$ cat src/rtl/uwf_pkg.sv
package uwf_pkg;
    // capacity -> 3-bit code; 7 marks a capacity outside the encoded set
    function automatic logic [2:0] size_to_code(input int unsigned cap);
        case (cap)
            1:       return 3'd0;
            4:       return 3'd1;
            8:       return 3'd2;
            16:      return 3'd3;
            32:      return 3'd4;
            64:      return 3'd5;
            128:     return 3'd6;
            default: return 3'd7;
        endcase
    endfunction
endpackage

$ cat src/rtl/uwf_store.sv
module uwf_store #(
    parameter int DATA_W = 8,
    parameter int DEPTH  = 8,
    localparam int PTR_W = $clog2(DEPTH)
) (
    input  logic              clk,
    input  logic              wr_en,
    input  logic [PTR_W-1:0]  wr_ptr,
    input  logic [DATA_W-1:0] wr_data,
    input  logic [PTR_W-1:0]  rd_ptr,
    output logic [DATA_W-1:0] rd_data
);
    logic [DATA_W-1:0] mem_q [DEPTH];

    always_ff @(posedge clk) begin
        if (wr_en) mem_q[wr_ptr] <= wr_data;
    end

    assign rd_data = mem_q[rd_ptr];
endmodule

$ cat src/rtl/uwf_ctrl.sv
module uwf_ctrl #(
    parameter int DATA_W = 8,
    parameter int DEPTH  = 8,
    localparam int PTR_W = $clog2(DEPTH),
    localparam int CNT_W = $clog2(DEPTH + 1)
) (
    input  logic              clk,
    input  logic              rst_n,
    input  logic              fifo_en,
    input  logic              flush,
    input  logic              push,
    input  logic              pop,
    input  logic [DATA_W-1:0] rd_data,
    output logic              wr_en,
    output logic [PTR_W-1:0]  wr_ptr,
    output logic [PTR_W-1:0]  rd_ptr,
    output logic [CNT_W-1:0]  count,
    output logic [DATA_W-1:0] last_data,
    output logic              mode_q,
    output logic              ovf,
    output logic              unf
);
    typedef struct packed {
        logic [CNT_W-1:0]  cnt;
        logic [PTR_W-1:0]  wr;
        logic [PTR_W-1:0]  rd;
        logic [DATA_W-1:0] last;
        logic              mode;
        logic              ovf;
        logic              unf;
    } ctrl_t;

    ctrl_t st_d, st_q;
    logic [CNT_W-1:0] cap;
    logic             clear, take, put;

    assign cap   = st_q.mode ? CNT_W'(DEPTH) : CNT_W'(1);
    assign clear = flush || (fifo_en != st_q.mode);
    assign take  = !clear && pop && (st_q.cnt != '0);
    assign put   = !clear && push && ((st_q.cnt != cap) || take);

    always_comb begin
        st_d      = st_q;
        st_d.mode = fifo_en;
        if (clear) begin
            st_d.cnt = '0;
            st_d.wr  = '0;
            st_d.rd  = '0;
            if (flush) begin
                st_d.ovf = 1'b0;
                st_d.unf = 1'b0;
            end
        end else begin
            if (put)  st_d.wr = st_q.wr + 1'b1;
            if (take) begin
                st_d.rd   = st_q.rd + 1'b1;
                st_d.last = rd_data;
            end
            if (put && !take)      st_d.cnt = st_q.cnt + 1'b1;
            else if (take && !put) st_d.cnt = st_q.cnt - 1'b1;
            if (push && !put)                   st_d.ovf = 1'b1;
            if (pop && (st_q.cnt == '0))        st_d.unf = 1'b1;
        end
    end

    always_ff @(posedge clk or negedge rst_n) begin
        if (!rst_n) st_q <= '0;
        else        st_q <= st_d;
    end

    assign wr_en     = put;
    assign wr_ptr    = st_q.wr;
    assign rd_ptr    = st_q.rd;
    assign count     = st_q.cnt;
    assign last_data = st_q.last;
    assign mode_q    = st_q.mode;
    assign ovf       = st_q.ovf;
    assign unf       = st_q.unf;
endmodule

$ cat src/rtl/uwf_status.sv
module uwf_status #(
    parameter int DEPTH  = 8,
    localparam int CNT_W = $clog2(DEPTH + 1)
) (
    input  logic             mode_q,
    input  logic [CNT_W-1:0] count,
    input  logic [CNT_W-1:0] tx_water,
    input  logic [CNT_W-1:0] rx_water,
    output logic             tx_space,
    output logic             rx_ready,
    output logic [2:0]       size_code
);
    import uwf_pkg::*;

    localparam logic [2:0] QUEUE_CODE  = size_to_code(DEPTH);
    localparam logic [2:0] SINGLE_CODE = size_to_code(1);

    logic [CNT_W-1:0] tx_eff, rx_eff;

    always_comb begin
        tx_eff    = mode_q ? tx_water : CNT_W'(0);
        rx_eff    = mode_q ? rx_water : CNT_W'(1);
        tx_space  = (count <= tx_eff);
        rx_ready  = (count >= rx_eff);
        size_code = mode_q ? QUEUE_CODE : SINGLE_CODE;
    end
endmodule

$ cat src/rtl/uart_wm_fifo.sv
module uart_wm_fifo #(
    parameter int DATA_W = 8,
    parameter int DEPTH  = 8,
    localparam int PTR_W = $clog2(DEPTH),
    localparam int CNT_W = $clog2(DEPTH + 1)
) (
    input  logic              clk,
    input  logic              rst_n,
    input  logic              fifo_en,
    input  logic              flush,
    input  logic [CNT_W-1:0]  tx_water,
    input  logic [CNT_W-1:0]  rx_water,
    input  logic              push,
    input  logic [DATA_W-1:0] push_data,
    input  logic              pop,
    output logic [DATA_W-1:0] pop_data,
    output logic [CNT_W-1:0]  count,
    output logic [2:0]        size_code,
    output logic              tx_space,
    output logic              rx_ready,
    output logic              overflow,
    output logic              underflow
);
    logic              wr_en, mode_q;
    logic [PTR_W-1:0]  wr_ptr, rd_ptr;
    logic [DATA_W-1:0] rd_data, last_data;

    uwf_store #(.DATA_W(DATA_W), .DEPTH(DEPTH)) u_store (
        .clk(clk), .wr_en(wr_en), .wr_ptr(wr_ptr), .wr_data(push_data),
        .rd_ptr(rd_ptr), .rd_data(rd_data)
    );

    uwf_ctrl #(.DATA_W(DATA_W), .DEPTH(DEPTH)) u_ctrl (
        .clk(clk), .rst_n(rst_n), .fifo_en(fifo_en), .flush(flush),
        .push(push), .pop(pop), .rd_data(rd_data), .wr_en(wr_en),
        .wr_ptr(wr_ptr), .rd_ptr(rd_ptr), .count(count),
        .last_data(last_data), .mode_q(mode_q), .ovf(overflow), .unf(underflow)
    );

    uwf_status #(.DEPTH(DEPTH)) u_status (
        .mode_q(mode_q), .count(count), .tx_water(tx_water), .rx_water(rx_water),
        .tx_space(tx_space), .rx_ready(rx_ready), .size_code(size_code)
    );

    assign pop_data = (count == '0) ? last_data : rd_data;
endmodule

$ cat config.mk
export PLATFORM = sky130hd
export DESIGN_NAME = uart_wm_fifo
export DESIGN_NICKNAME = d
export VERILOG_FILES = /design/src/rtl/uwf_pkg.sv /design/src/rtl/uwf_store.sv /design/src/rtl/uwf_ctrl.sv /design/src/rtl/uwf_status.sv /design/src/rtl/uart_wm_fifo.sv
export SDC_FILE = /design/constraint.sdc
export NUM_CORES = 1
export LEC_CHECK = 0
export BUFFER_PORTS_ARGS = -buffer_cell sky130_fd_sc_hd__buf_2
export CAP_MARGIN = 25
export CORE_MARGIN = 4
export CORE_UTILIZATION = 45
export DETAILED_ROUTE_END_ITERATION = 8
export GPL_ROUTABILITY_DRIVEN = 1
export PLACE_DENSITY = 0.64
export SLEW_MARGIN = 10
export SYNTH_ARGS = -nofsm -noshare
export SYNTH_HDL_FRONTEND = slang
export SYNTH_HIERARCHICAL = 1
export SYNTH_SLANG_ARGS = --single-unit
$ cat constraint.sdc
create_clock -name clk -period 6.25 [get_ports clk]
set_input_delay 0.3125 -clock clk [delete_from_list [all_inputs] [get_ports clk]]
set_output_delay 0.3125 -clock clk [all_outputs]
set_load 0.02 [all_outputs]
==> key figures <==
Cells and area
  – Share of cells above drive strength 1: 30.2%
  – Core Util, Final: 52.7%
  – Net count, final: 318
  – Number of diodes: 0
  – Layout Area Growth over Synthesis: 11.9%

CTS
  – CTS H-tree lvls: 3
  – CTS Buffer Depth: 2
  – Clock Latency Late Sink: 0.35 ns
  – Clk sink count: 85
  – Clk pin slew, worst setup/hold paths: 0.09 ns
  – CTS tree: done
  – Resized Gates After CTS: 0
  – Root buffer cell: clkbuf_8
  – Total CTS buffers: 9

Worst setup path
  – Crit path max-delay family: multiplexers
  – Reg2Reg Capture Point: u_ctrl/count[3]
  – Critical path origin: u_ctrl/rd_ptr[0]
  – Crit-path slowest cell: dfrtp_1
  – R2r setup slk: 3.19 ns
  – CP Buf/Inv Count: 1
  – Critical Path AT: 2.75 ns
  – Worst Setup End Kind: output port
  – Most used cell, CP: mux2_2
  – CP required: 5.94 ns
  – Startpoint Class: register
  – R2r worst-path depth: 10
  – CP peak stage delay: 0.97 ns
  – Worst r2r src: u_ctrl/mode_q
  – Crit path cell chain: mux4_1, mux2_2, mux2_2, buf_2
  – Critical path class: reg -> out
  – Critical path fanouts, max: 18

Synthesis
  – Yosys synthesis warning count: 6
  – FF+latch count, synth: 85
  – Share of the synthesized area in the top cell type: 48.7%
  – Dominant synthesized flop cell: edfxtp_1
  – EDFF count, synth: 64
  – Synth area leaders: edfxtp_1 49%, dfrtp_1 13%, mux4_1 10%
  – Ys async rst share: 24.7%
  – Avg Cell Area, Syn: 16.4 µm²
  – Register area share after synthesis: 62.0%
  – Area leader, netlist: edfxtp_1
  – Synth cell types: 47
  – Post-Syn Area: 0.00395 mm²
  – Mapped Cells: 241

Power
  – Power per cell area: 304 mW/mm²
  – Max VDD drop: 0.000208 V
  – Leakage Power: 0.00169 µW
  – NetSw: 381 µW
  – Sequential share of power: 50.2%
  – Clk pwr share: 29.5%
  – Combinational share of power: 20.3%
  – Switching Fraction: 28.3%
  – Cell internal pwr: 964 µW

STA
  – Fmax: 326 MHz
  – Post-layout worst setup margin: 3.19 ns
  – Slew headroom: 29.4%
  – Final setup viols: 0
  – Post-route setup TNS: 0 ns
  – Least-Margin Pin Slew: 1.05 ns
  – Period utilization: 49.0%
  – Max Slew Vio Count: 0
  – Tmin final: 3.06 ns
  – Final Hold Viols: 0
  – RSZ-0062 raised after global routing: no
  – Clock Skew: 0.00703 ns

Status
  – Status: complete, no violations

Hold path
  – Hold EP: u_ctrl/mode_q
  – Hold wc startpoint: fifo_en
  – Hold Path Stages: 1
  – Hold crit path type: in -> reg

Placement
  – PortBufs: 38
  – Detailed Place HPWL: 4790 µm
  – RePlAce Congestion: 0.768
  – Post-place setup slack: 3.26 ns

Drt
  – Post-route DRC: 0
  – Via-to-Cell Ratio: 5.47
  – Drt first pass iters: 4
  – Average wire per standard cell: 18.2 µm
  – WL final: 7160 µm
  – DRT iter0 DRCs: 71
  – Detail Route Antenna Nets: 0
  – Routed vias: 2149

Global route
  – Largest net degree at the start of global routing: 22
  – First-pass GRT wire length: 11100 µm
  – Congestion Overflow GR: 0
  – Initial antenna violation count: 0
  – Global-route usage over all layers: 14.7%
  – Vias in the first global route: 2086

Die
  – I/O pin count: 41
  – Row count: 33
  – Chip width: 102 µm
  – Die Ht: 102 µm
  – Core area: 0.00838 mm²
  – Initial core utilization: 47.1%
  – Die area: 0.0103 mm²

Flow run
  – # Max-Cap Violations: 0
layout by cell type, fill, tap and decap left out, types with 6 or more instances in the layout:
master,n
buf_2,38
nand2_1,14
ha_1,12
clkbuf_8,9
dfrtp_1,21
mux2_2,24
edfxtp_1,64
nor2_1,15
inv_1,6
mux4_1,15
repair_timing:
item | in CTS | in global routing
hold buffers | 1 | 0
buffers inserted | 0 | 0
endpoints found under the hold margin | 21 | 0
layout make-up:
| type | instances | area (µm²) |
|---|---|---|
| Tap cell | 105 | 131 |
| Sequential cell | 85 | 2450 |
| Timing Repair Buffer | 41 | 215 |
| Clock inverter | 7 | 83.8 |
| Multi-Input combinational cell | 140 | 1390 |
| Clock buffer | 9 | 124 |
| Fill cell | 717 | 3960 |
| Inverter | 6 | 22.5 |
stage by stage:
step	instance area (µm²)	total power (µW)	hold WS (ns)	cells
floorplan	3950	888	0.0169	242
global placement	4200	958	0.307	376
detailed placement	4200	965	0.305	376
CTS	4420	1360	0.0841	393
global route	4420	1410	0.0890	393
finish	4420	1350	0.101	393
sequential cells by signal, indices dropped and copies added, names as in the netlist:
name,flops
u_store/mem_q,64
u_ctrl/wr_ptr,3
u_ctrl/unf,1
u_ctrl/rd_ptr,3
u_ctrl/last_data,8
u_ctrl/ovf,1
u_ctrl/count,4
u_ctrl/mode_q,1
worst max-delay path by stage:
stage	endpoint	slack [ns]	cells after the start
6_report	pop_data[4]	3.19	4
2_1_floorplan	u_ctrl/count[3]	3.46	11
3_5_place_dp	u_ctrl/count[3]	3.26	10
4_1_cts	pop_data[4]	3.14	4
3_3_place_gp	u_ctrl/count[3]	3.36	10
5_1_grt	u_ctrl/count[3]	2.83	10
synth_stat cells (2+ instances only):
master	number
a2111oi_0	2
a21o_1	2
a21oi_1	4
a41oi_1	2
and2_1	2
buf_2	2
buf_4	3
buf_6	2
dfrtp_1	21
edfxtp_1	64
ha_1	12
inv_1	6
mux2_2	24
mux2i_1	2
mux4_1	15
nand2_1	14
nand2b_1	5
nand3_1	3
nor2_1	15
nor3_1	4
o21ai_0	4
o21ai_1	2
o31ai_1	2
or2_2	2
xor2_1	5
routing by layer:
| layer | wire [µm] | track usage, % | vias to the layer above |
|---|---|---|---|
| met2 | 3490 | 23.5 | 53 |
| met5 | 0 | 0 | - |
| met3 | 412 | 3.17 | 6 |
| met1 | 3170 | 19.9 | 1065 |
| met4 | 76 | 5.21 | 0 |
| li1 | - | - | 1025 |
power by group through the flow:
stage | sequential, µW | clock (µW) | combinational, µW
floorplan | 680 | 0 | 208
global placement | 686 | 0 | 272
detailed placement | 689 | 0 | 276
CTS | 676 | 409 | 279
global route | 681 | 432 | 300
finish | 675 | 396 | 274
kinds of logic after synthesis:
kind of cell	after synthesis	share of synthesized area, %
muxes	42	17.9
other	1	0.0950
DFF	85	62.0
xor gates and xnor gates	6	1.33
and+or+nand+nor	53	6.85
AOI/OAI and AO/OA	24	4.72
adders and majority gates	13	4.31
buffers and inverters	17	2.79
(Power assumes the default switching activity.)
